==> config.mk <==
export PLATFORM = sky130hd
export DESIGN_NAME = pgx_xlat
export DESIGN_NICKNAME = d
export VERILOG_FILES = /design/src/rtl/pgx_pkg.sv /design/src/rtl/pgx_match.sv /design/src/rtl/pgx_pick.sv /design/src/rtl/pgx_store.sv /design/src/rtl/pgx_xlat.sv
export SDC_FILE = /design/constraint.sdc
export NUM_CORES = 1
export LEC_CHECK = 0
export BUFFER_PORTS_ARGS = -buffer_cell sky130_fd_sc_hd__buf_2
export CAP_MARGIN = 30
export CORE_ASPECT_RATIO = 2
export CORE_MARGIN = 4
export CORE_UTILIZATION = 27
export DETAILED_ROUTE_END_ITERATION = 16
export MAX_ROUTING_LAYER = met4
export PLACE_DENSITY = 0.44
export SLEW_MARGIN = 30
export SYNTH_ARGS = -nofsm -noshare
export SYNTH_HDL_FRONTEND = slang
export SYNTH_SLANG_ARGS = --single-unit
==> constraint.sdc <==
create_clock -name clk -period 4 [get_ports clk]
set_clock_uncertainty 0.2 [all_clocks]
set_input_delay 0.6 -clock clk [delete_from_list [all_inputs] [get_ports clk]]
set_output_delay 0.6 -clock clk [all_outputs]
set_load 0.03 [all_outputs]
==> src/rtl/pgx_pkg.sv <==
package pgx_pkg;
  localparam int VA_W     = 32;
  localparam int OFF_BASE = 12;
  localparam int OFF_STEP = 4;

  typedef enum logic [1:0] {
    PG_4K  = 2'd0,
    PG_64K = 2'd1,
    PG_1M  = 2'd2,
    PG_16M = 2'd3
  } pg_size_e;

  typedef struct packed {
    logic            vld;
    pg_size_e        size;
    logic            rd;
    logic            wr;
    logic [VA_W-1:0] vtag;
    logic [VA_W-1:0] frame;
  } ent_t;

  function automatic logic [VA_W-1:0] off_mask(input pg_size_e s);
    logic [VA_W-1:0] m;
    int lim;
    lim = OFF_BASE + OFF_STEP * int'(s);
    m = '0;
    for (int b = 0; b < VA_W; b++) begin
      if (b < lim) m[b] = 1'b1;
    end
    return m;
  endfunction
endpackage

==> src/rtl/pgx_match.sv <==
module pgx_match #(
  parameter int NUM_ENT = 8
) (
  input  pgx_pkg::ent_t [NUM_ENT-1:0]  ents,
  input  logic [pgx_pkg::VA_W-1:0]     vaddr,
  output logic [NUM_ENT-1:0]           hit_vec
);
  import pgx_pkg::*;

  for (genvar g = 0; g < NUM_ENT; g++) begin : g_cmp
    logic [VA_W-1:0] keep;
    assign keep       = ~off_mask(ents[g].size);
    assign hit_vec[g] = ents[g].vld && ((vaddr & keep) == (ents[g].vtag & keep));
  end
endmodule

==> src/rtl/pgx_pick.sv <==
module pgx_pick #(
  parameter int NUM_ENT = 8,
  localparam int IW = (NUM_ENT > 1) ? $clog2(NUM_ENT) : 1
) (
  input  logic [NUM_ENT-1:0] vec,
  output logic               found,
  output logic [IW-1:0]      idx
);
  always_comb begin
    found = 1'b0;
    idx   = '0;
    for (int i = NUM_ENT - 1; i >= 0; i--) begin
      if (vec[i]) begin
        found = 1'b1;
        idx   = IW'(i);
      end
    end
  end
endmodule

==> src/rtl/pgx_store.sv <==
module pgx_store #(
  parameter int NUM_ENT = 8,
  localparam int IW = (NUM_ENT > 1) ? $clog2(NUM_ENT) : 1
) (
  input  logic                        clk,
  input  logic                        rst_n,
  input  logic                        fill_en,
  input  pgx_pkg::ent_t               fill_ent,
  input  logic                        inv_all,
  output pgx_pkg::ent_t [NUM_ENT-1:0] ents
);
  import pgx_pkg::*;

  logic [IW-1:0] ptr_q;

  always_ff @(posedge clk or negedge rst_n) begin
    if (!rst_n) begin
      ptr_q <= '0;
    end else if (inv_all) begin
      ptr_q <= '0;
    end else if (fill_en) begin
      ptr_q <= (ptr_q == IW'(NUM_ENT - 1)) ? '0 : ptr_q + 1'b1;
    end
  end

  for (genvar g = 0; g < NUM_ENT; g++) begin : g_slot
    always_ff @(posedge clk or negedge rst_n) begin
      if (!rst_n) begin
        ents[g] <= '0;
      end else if (inv_all) begin
        ents[g].vld <= 1'b0;
      end else if (fill_en && ptr_q == IW'(g)) begin
        ents[g] <= fill_ent;
      end
    end
  end
endmodule

==> src/rtl/pgx_xlat.sv <==
module pgx_xlat #(
  parameter int NUM_ENT = 8
) (
  input  logic        clk,
  input  logic        rst_n,
  input  logic        req_valid,
  output logic        req_ready,
  input  logic [31:0] req_vaddr,
  input  logic        req_write,
  output logic        rsp_valid,
  output logic        rsp_hit,
  output logic        rsp_fault,
  output logic [31:0] rsp_paddr,
  input  logic        fill_en,
  input  logic [31:0] fill_vaddr,
  input  logic [31:0] fill_paddr,
  input  logic [1:0]  fill_size,
  input  logic        fill_rd,
  input  logic        fill_wr,
  input  logic        inv_all
);
  import pgx_pkg::*;
  localparam int IW = (NUM_ENT > 1) ? $clog2(NUM_ENT) : 1;

  ent_t [NUM_ENT-1:0] ents;
  ent_t               new_ent;
  logic [NUM_ENT-1:0] hit_vec;
  logic               any_hit;
  logic [IW-1:0]      sel_idx;
  ent_t               sel;
  logic [VA_W-1:0]    sel_mask;
  logic               allowed;
  logic [VA_W-1:0]    merged;

  assign req_ready = 1'b1;

  always_comb begin
    new_ent       = '0;
    new_ent.vld   = 1'b1;
    new_ent.size  = pg_size_e'(fill_size);
    new_ent.rd    = fill_rd;
    new_ent.wr    = fill_wr;
    new_ent.vtag  = fill_vaddr;
    new_ent.frame = fill_paddr;
  end

  pgx_store #(.NUM_ENT(NUM_ENT)) u_store (
    .clk      (clk),
    .rst_n    (rst_n),
    .fill_en  (fill_en),
    .fill_ent (new_ent),
    .inv_all  (inv_all),
    .ents     (ents)
  );

  pgx_match #(.NUM_ENT(NUM_ENT)) u_match (
    .ents    (ents),
    .vaddr   (req_vaddr),
    .hit_vec (hit_vec)
  );

  pgx_pick #(.NUM_ENT(NUM_ENT)) u_pick (
    .vec   (hit_vec),
    .found (any_hit),
    .idx   (sel_idx)
  );

  assign sel      = ents[sel_idx];
  assign sel_mask = off_mask(sel.size);
  assign allowed  = req_write ? sel.wr : sel.rd;
  assign merged   = (sel.frame & ~sel_mask) | (req_vaddr & sel_mask);

  always_ff @(posedge clk or negedge rst_n) begin
    if (!rst_n) begin
      rsp_valid <= 1'b0;
      rsp_hit   <= 1'b0;
      rsp_fault <= 1'b0;
      rsp_paddr <= '0;
    end else begin
      rsp_valid <= req_valid;
      rsp_hit   <= req_valid && any_hit && allowed;
      rsp_fault <= req_valid && any_hit && !allowed;
      rsp_paddr <= (req_valid && any_hit && allowed) ? merged : '0;
    end
  end
endmodule

==> impl_metrics.json, run 1 <==
{
  "p_leak_nw": 12.57,
  "crit_path_start_kind": "register",
  "viasPerCell": 4.664,
  "post-route-util": 0.3329,
  "via_count": 14560,
  "cts_max_path_buffers": 3,
  "die_w_um": 213.9,
  "finalCriticalPeriod_ps": 3941,
  "place.gp.congestion": 0.8320,
  "placed_area_um2": 25960,
  "wl_per_cell_um": 22.73,
  "drtPass1Iterations": 6,
  "async_reset_ff_frac": 1.000,
  "dieHeight_um": 419.8,
  "drc": 0,
  "netlist_instances": 1752,
  "min-delay-start": "req_vaddr[8]",
  "worst_hold_path_type": "in2reg",
  "power_mw": 14.16,
  "rows": 150,
  "area_growth_pct": 22.02,
  "grt_pass1_vias": 16220,
  "pin_count": 142,
  "io_buffers": 128,
  "r2r_setup_slack_ps": 60,
  "grt_overflow_total": 0,
  "netlist_area_um2": 22890,
  "whs_path_depth": 3,
  "arrival_ps": 4210,
  "core_region_area_um2": 83890,
  "min_to": "rsp_paddr[8]$_DFF_PN0_",
  "ys_seq_area_frac": 0.5182,
  "cts_root_buf": "clkbuf_16",
  "worstSetupEndpointType": "register",
  "ant_nets": 0,
  "max_cap_violations": 0,
  "grt_max_degree": 122,
  "grt_first_pass_wirelength_um": 106500,
  "ys_types": 64,
  "timing.rr.end": "rsp_paddr[22]$_DFF_PN0_",
  "yosysMostFrequentCell": "dfrtp_1",
  "initial_core_util": 0.2728,
  "synth_top_cell_area_share": 0.5182,
  "yosys.area.top_type": "dfrtp_1",
  "ff_latch_area_um2": 11860,
  "outcome": "complete, no violations",
  "synth_commonest_cells": "dfrtp_1, mux2_2, xnor2_1, mux2i_1, xor2_1",
  "synth_flop_cell": "dfrtp_1",
  "rsz0062_at_grt": "yes",
  "multi_input_area_um2": 10650,
  "worstMarginPinSlew_ps": 710.5,
  "ys_warn_count": 0,
  "hpwl_um": 49630,
  "nFillCells": 8273,
  "nets": 2149,
  "peakVddDrop_mv": 0.2859,
  "cts_num_sinks": 474,
  "drt-initial-drc-count": 678,
  "routed_wl_um": 70950,
  "crit_path_max_fanout": 8,
  "drv_slew": 0,
  "cp.required_ps": 4270,
  "clkTransAtPathRegs_ps": 70,
  "dieArea_um2": 89780,
  "h-tree-depth": 2,
  "track_usage": 0.1640,
  "stdcell_area_um2": 27930,
  "finalSetupViolCount": 0,
  "r2r_start": "u_store.ents[196]$_DFFE_PN0P_",
  "synth_edf_count": 0,
  "pwr_density_cell_nw_per_um2": 506.8,
  "worst-r2r-cell-count": 16,
  "clk_latency_ps": 600,
  "drive_gt1_frac": 0.4295,
  "synth.top_cells.by_area": "dfrtp_1, mux2_2, xnor2_1",
  "period_share": 0.9854,
  "syn_avg_cell_area_um2": 13.06,
  "max_freq_ghz": 0.2537,
  "slew_headroom": 0.5201,
  "cts_tree": "done",
  "synthesis.nets": 1893,
  "finalHoldViolations": 0,
  "synth-seq-cells": 474,
  "antenna_found_initial": 17,
  "worstSetupPathType": "reg2reg",
  "cts_buffers": 46
}
-- layer usage --
metal  global-route usage  share of wire  wire length [um]  vias to the layer above
li1                     -              -                 -                     6678
met1               0.1804           0.39             27550                     7539
met2               0.2967           0.53             37700                      229
met3              0.02510          0.039              2748                      109
met4              0.06015          0.042              2956                        0
met5                    -              0                 0                        -
-- worst max path at each step --
| stage | depth (start not counted) | start | endpoint | slack (ps) |
|---|---|---|---|---|
| 4_1_cts | 15 | u_store.ents[343]$_DFFE_PN0P_ | rsp_paddr[18]$_DFF_PN0_ | 30 |
| 5_1_grt | 17 | u_store.ents[273]$_DFFE_PN0P_ | rsp_paddr[22]$_DFF_PN0_ | -40 |
| 3_3_place_gp | 14 | req_vaddr[5] | rsp_paddr[14]$_DFF_PN0_ | -730 |
| 2_1_floorplan | 16 | req_vaddr[19] | rsp_paddr[19]$_DFF_PN0_ | 270 |
| 6_report | 16 | u_store.ents[196]$_DFFE_PN0P_ | rsp_paddr[22]$_DFF_PN0_ | 60 |
| 3_5_place_dp | 18 | req_vaddr[2] | rsp_paddr[14]$_DFF_PN0_ | -760 |
-- worst max-delay path, cell delays in order, from the launching register on --
cell and delay (ps):
dfrtp_1 390, xor2_1 160, o41ai_1 690, buf_4 230, nor2b_1 140, nand4_1 170, nand4_1 170, buf_4 150
a21oi_4 50, buf_4 170, nor2_1 130, a2111oi_2 80, or3b_4 430, nor3_4 260, buf_12 150, mux2i_1 180
nor2_1 60
-- flip-flops by register name (all words and copies together) (netlist names) --
| register | count |
|---|---|
| rsp_hit | 1 |
| rsp_valid | 1 |
| rsp_fault | 1 |
| u_store.ents | 436 |
| rsp_paddr | 32 |
| u_store.ptr_q | 3 |
-- timing repair --
| item | CTS | global route |
|---|---|---|
| resized for setup | 16 | 34 |
| buffers inserted | 3 | 5 |
| hold endpoints to repair | 56 | 0 |
| setup endpoints to repair | 33 | 29 |
| pin swaps | 9 | 19 |
| hold buffers | 2 | 0 |
-- cells in the final DEF, fill, tap and decap left out, types with 17 or more instances in the layout --
| cell type | n |
|---|---|
| xnor2_1 | 170 |
| nand2_1 | 57 |
| a21oi_1 | 18 |
| dfrtp_1 | 473 |
| buf_2 | 127 |
| clkbuf_16 | 46 |
| nand4_1 | 32 |
| inv_1 | 38 |
| xor2_1 | 66 |
| buf_12 | 19 |
| a22o_1 | 17 |
| nand3_1 | 28 |
| mux2i_1 | 87 |
| nor2_1 | 52 |
| mux2_2 | 426 |
| buf_4 | 162 |
| ha_1 | 28 |
-- report_power, final --
group | internal [mW] | switching, mW | leakage [nW] | total [mW]
clock network | 2.72 | 2.00 | 0.796 | 4.72
logic | 1.68 | 1.46 | 5.61 | 3.14
registers | 5.73 | 0.561 | 6.16 | 6.29
total | 10.1 | 4.02 | 12.6 | 14.2
-- per-stage QoR --
stage / hold slack [ps] / instances / setup WS, ps / setup TNS (ps)
CTS: 38.69 / 3103 / 30.51 / 0
floorplan: 104.4 / 1752 / 266.5 / 0
detailed placement: 269.2 / 3014 / -764.6 / -21030
global route: 66.43 / 3121 / -39.34 / -84.26
global placement: 264.1 / 3014 / -734.6 / -19700
finish: 72.75 / 3121 / 58.58 / 0
-- area by class of cell --
| type | instances | share of cell area |
|---|---|---|
| Clock buffer | 65 | 0.04771 |
| Clock inverter | 19 | 0.009721 |
| Sequential cell | 474 | 0.4247 |
| Timing Repair Buffer | 314 | 0.08238 |
| Tap cell | 1064 | 0.04766 |
| Antenna cell | 13 | 0.001165 |
| Inverter | 41 | 0.005510 |
| Multi-Input combinational cell | 1131 | 0.3811 |
-- cell families after synthesis --
| group | Yosys count | synth area share |
|---|---|---|
| multiplexers | 518 | 0.2525 |
| flip-flops | 474 | 0.5182 |
| XOR/XNOR | 236 | 0.09030 |
| AND/OR/NAND/NOR | 218 | 0.04690 |
| buffers and inverters | 147 | 0.02930 |
| AO/OA/AOI/OAI | 123 | 0.04346 |
| adder cells (fa/ha/maj) | 35 | 0.01913 |
| other | 1 | 0.0001638 |
Power figures use the tool's default switching activity.
==> run 2, diff against run 1 <==
CTS_CLUSTER_DIAMETER = 120   (was unset)
clock period = 4.6 ns   (was 4 ns; I/O delays follow)
==> run 2 against run 1 <==
  * Register-to-register slack improved by 190 ps
  * Global-route usage fell by 0.092 points
  * Fmax fell by 9.5%
  * First-iteration DRC count fell by 11%
  * Core utilization fell by 0.72 points
  * Worst setup slack improved by 190 ps
  * Flip-flop and latch count did not move
  * Combinational power fell by 19%
  * Wire length fell by 0.47%
  * Sequential share of layout area rose by 0.93 points
  * Die area did not move
  * Critical path type unchanged
==> impl_metrics.json, run 2 (same netlist as run 1, synthesis figures left out) <==
{
  "grt_most_used_layer": "met2",
  "worstSetupPathType": "reg2reg",
  "max_cap_violations": 0,
  "cp.required_ps": 4880,
  "final_common_cell": "dfrtp_1",
  "die_w_um": 213.9,
  "drive_gt1_frac": 0.3982,
  "via_count": 14440,
  "grt_max_degree": 118,
  "top_register": "u_store.ents",
  "io_buffers": 128,
  "crit_path_start_kind": "register",
  "drv_slew": 0,
  "dieHeight_um": 419.8,
  "drc": 0,
  "clkTransAtPathRegs_ps": 60,
  "worst_hold_path_type": "in2reg",
  "core_region_area_um2": 83890,
  "postCtsSetupRepairBufs": 0,
  "dieArea_um2": 89780,
  "slew_headroom": 0.3918,
  "drtPass1Iterations": 5,
  "layout_common_cells": "dfrtp_1, mux2_2, xnor2_1",
  "outcome": "complete, no violations",
  "cts_num_sinks": 474,
  "met3_usage": 0.02540,
  "largest_reg_flops": 436,
  "pwr_density_cell_nw_per_um2": 438.5,
  "cts_max_path_buffers": 3,
  "cts_root_buf": "clkbuf_16",
  "drt-initial-drc-count": 604,
  "place.gp.congestion": 0.8240,
  "setup_tns_ps": 0,
  "track_usage": 0.1631,
  "area_growth_pct": 19.38,
  "worstPathCellList": "inv_1 > ha_1 > o41a_1 > a2111oi_2 > or2_2 > nand4_1 > nand3_1 > o211ai_1 > buf_4 > buf_4 > buf_4 > and2_1 > a22oi_1 > a21oi_1 > or3_2 > buf_4 > a211oi_1",
  "finalHoldViolations": 0,
  "initial_core_util": 0.2728,
  "antenna_found_initial": 14,
  "grt_first_pass_wirelength_um": 106200,
  "cts_buffers": 48,
  "period_share": 0.9465,
  "worstMarginPinSlew_ps": 912.3,
  "clk_latency_ps": 590,
  "dp_cells": 2982,
  "cp_common_cell": "buf_4",
  "finalCriticalPeriod_ps": 4354,
  "rows": 150,
  "top_regs": "u_store.ents x436, rsp_paddr x32, u_store.ptr_q x3",
  "nFillCells": 8316,
  "grt_use_met2": 0.2940,
  "critPathSlowestCell": "or3_2",
  "viasPerCell": 4.691,
  "arrival_ps": 4630,
  "nets": 2111,
  "worstSetupEndpointType": "register",
  "ant_nets": 0,
  "max_freq_ghz": 0.2297,
  "holdBufCountCts": 0,
  "placed_area_um2": 25710,
  "cts_resized": 0,
  "timing.hold.ws_ps": 79.27,
  "critical-path-max-stage-delay_ps": 520,
  "finalSetupViolCount": 0,
  "grt_pass1_vias": 15970,
  "grt_overflow_total": 0,
  "grt_use_met1": 0.1818,
  "wl_per_cell_um": 22.94,
  "instances_no_fill": 3079,
  "routed_wl_um": 70620,
  "crit_path_max_fanout": 7,
  "h-tree-depth": 2,
  "peakVddDrop_mv": 0.2379,
  "pin_count": 142,
  "cts_tree": "done",
  "p_leak_nw": 12.31,
  "stdcell_area_um2": 27330,
  "rsz0062_at_grt": "no",
  "hpwl_um": 49950
}
==> run 2: cell count changes in the layout (fill, tap and decap cells not counted), sizes merged, moves of 2 or more <==
cell      delta
clkinv       -7
bufinv       -4
clkinvlp     +2
buf         -39
clkbuf      +11
inv          -2
diode        -2
==> run 2: path summary, 6_finish.rpt <==
kind,from,endpoint,slack (ps),cells after the start
setup reg to reg,u_store.ents[135]$_DFFE_PN0P_,rsp_paddr[16]$_DFF_PN0_,250,17
hold reg to reg,u_store.ents[206]$_DFFE_PN0P_,u_store.ents[206]$_DFFE_PN0P_,290,1
min in group asynchronous,rst_n,u_store.ents[429]$_DFFE_PN0P_,440,2
setup / recovery,u_store.ents[135]$_DFFE_PN0P_,rsp_paddr[16]$_DFF_PN0_,250,17
hold / removal,req_valid,rsp_valid$_DFF_PN0_,80,1
max in group asynchronous,rst_n,u_store.ents[170]$_DFFE_PN0P_,2480,4
==> run 2: area by class of cell <==
class,count,area [um^2],area share
inverter,41,153.9,0.005632
sequential,474,11860,0.4341
tap,1064,1331,0.04872
clock inverter,8,106.4,0.003892
clock buffer,76,1449,0.05302
antenna,11,27.53,0.001007
timing repair buffer,274,1982,0.07253
multi-input combinational,1131,10420,0.3811
==> run 2: layer usage <==
layer / wire (um) / up-vias
met1: 27830 / 7519
met4: 2524 / 0
met3: 2541 / 91
met5: 0 / -
li1: - / 6606
met2: 37720 / 227
==> run 2: where the power goes <==
part           switching (mW)  internal (mW)  leakage, nW  total [mW]
Clock                    1.71           2.26        0.754        3.98
Sequential              0.496           4.99         6.16        5.48
Combinational            1.19           1.34         5.39        2.53
Total                    3.40           8.59         12.3        12.0
==> run 2: critical path, delay by kind of cell, from the launching register on <==
family                     cells  cell delay, ps
AOI/OAI and AO/OA              6            1290
and+or+nand+nor                5            1130
buffers and inverters          5             830
adders and majority gates      1             400
DFF                            1             380
==> run 2: metrics by stage <==
| step | power (mW) | util | setup slack (ps) |
|---|---|---|---|
| global route | 12.62 | 0.3257 | 51.84 |
| floorplan | 7.139 | - | 776.5 |
| detailed placement | 8.129 | 0.3064 | -146.0 |
| global placement | 8.037 | 0.3063 | -149.5 |
| CTS | 12.19 | 0.3250 | 213.2 |
| finish | 11.98 | 0.3257 | 246.2 |
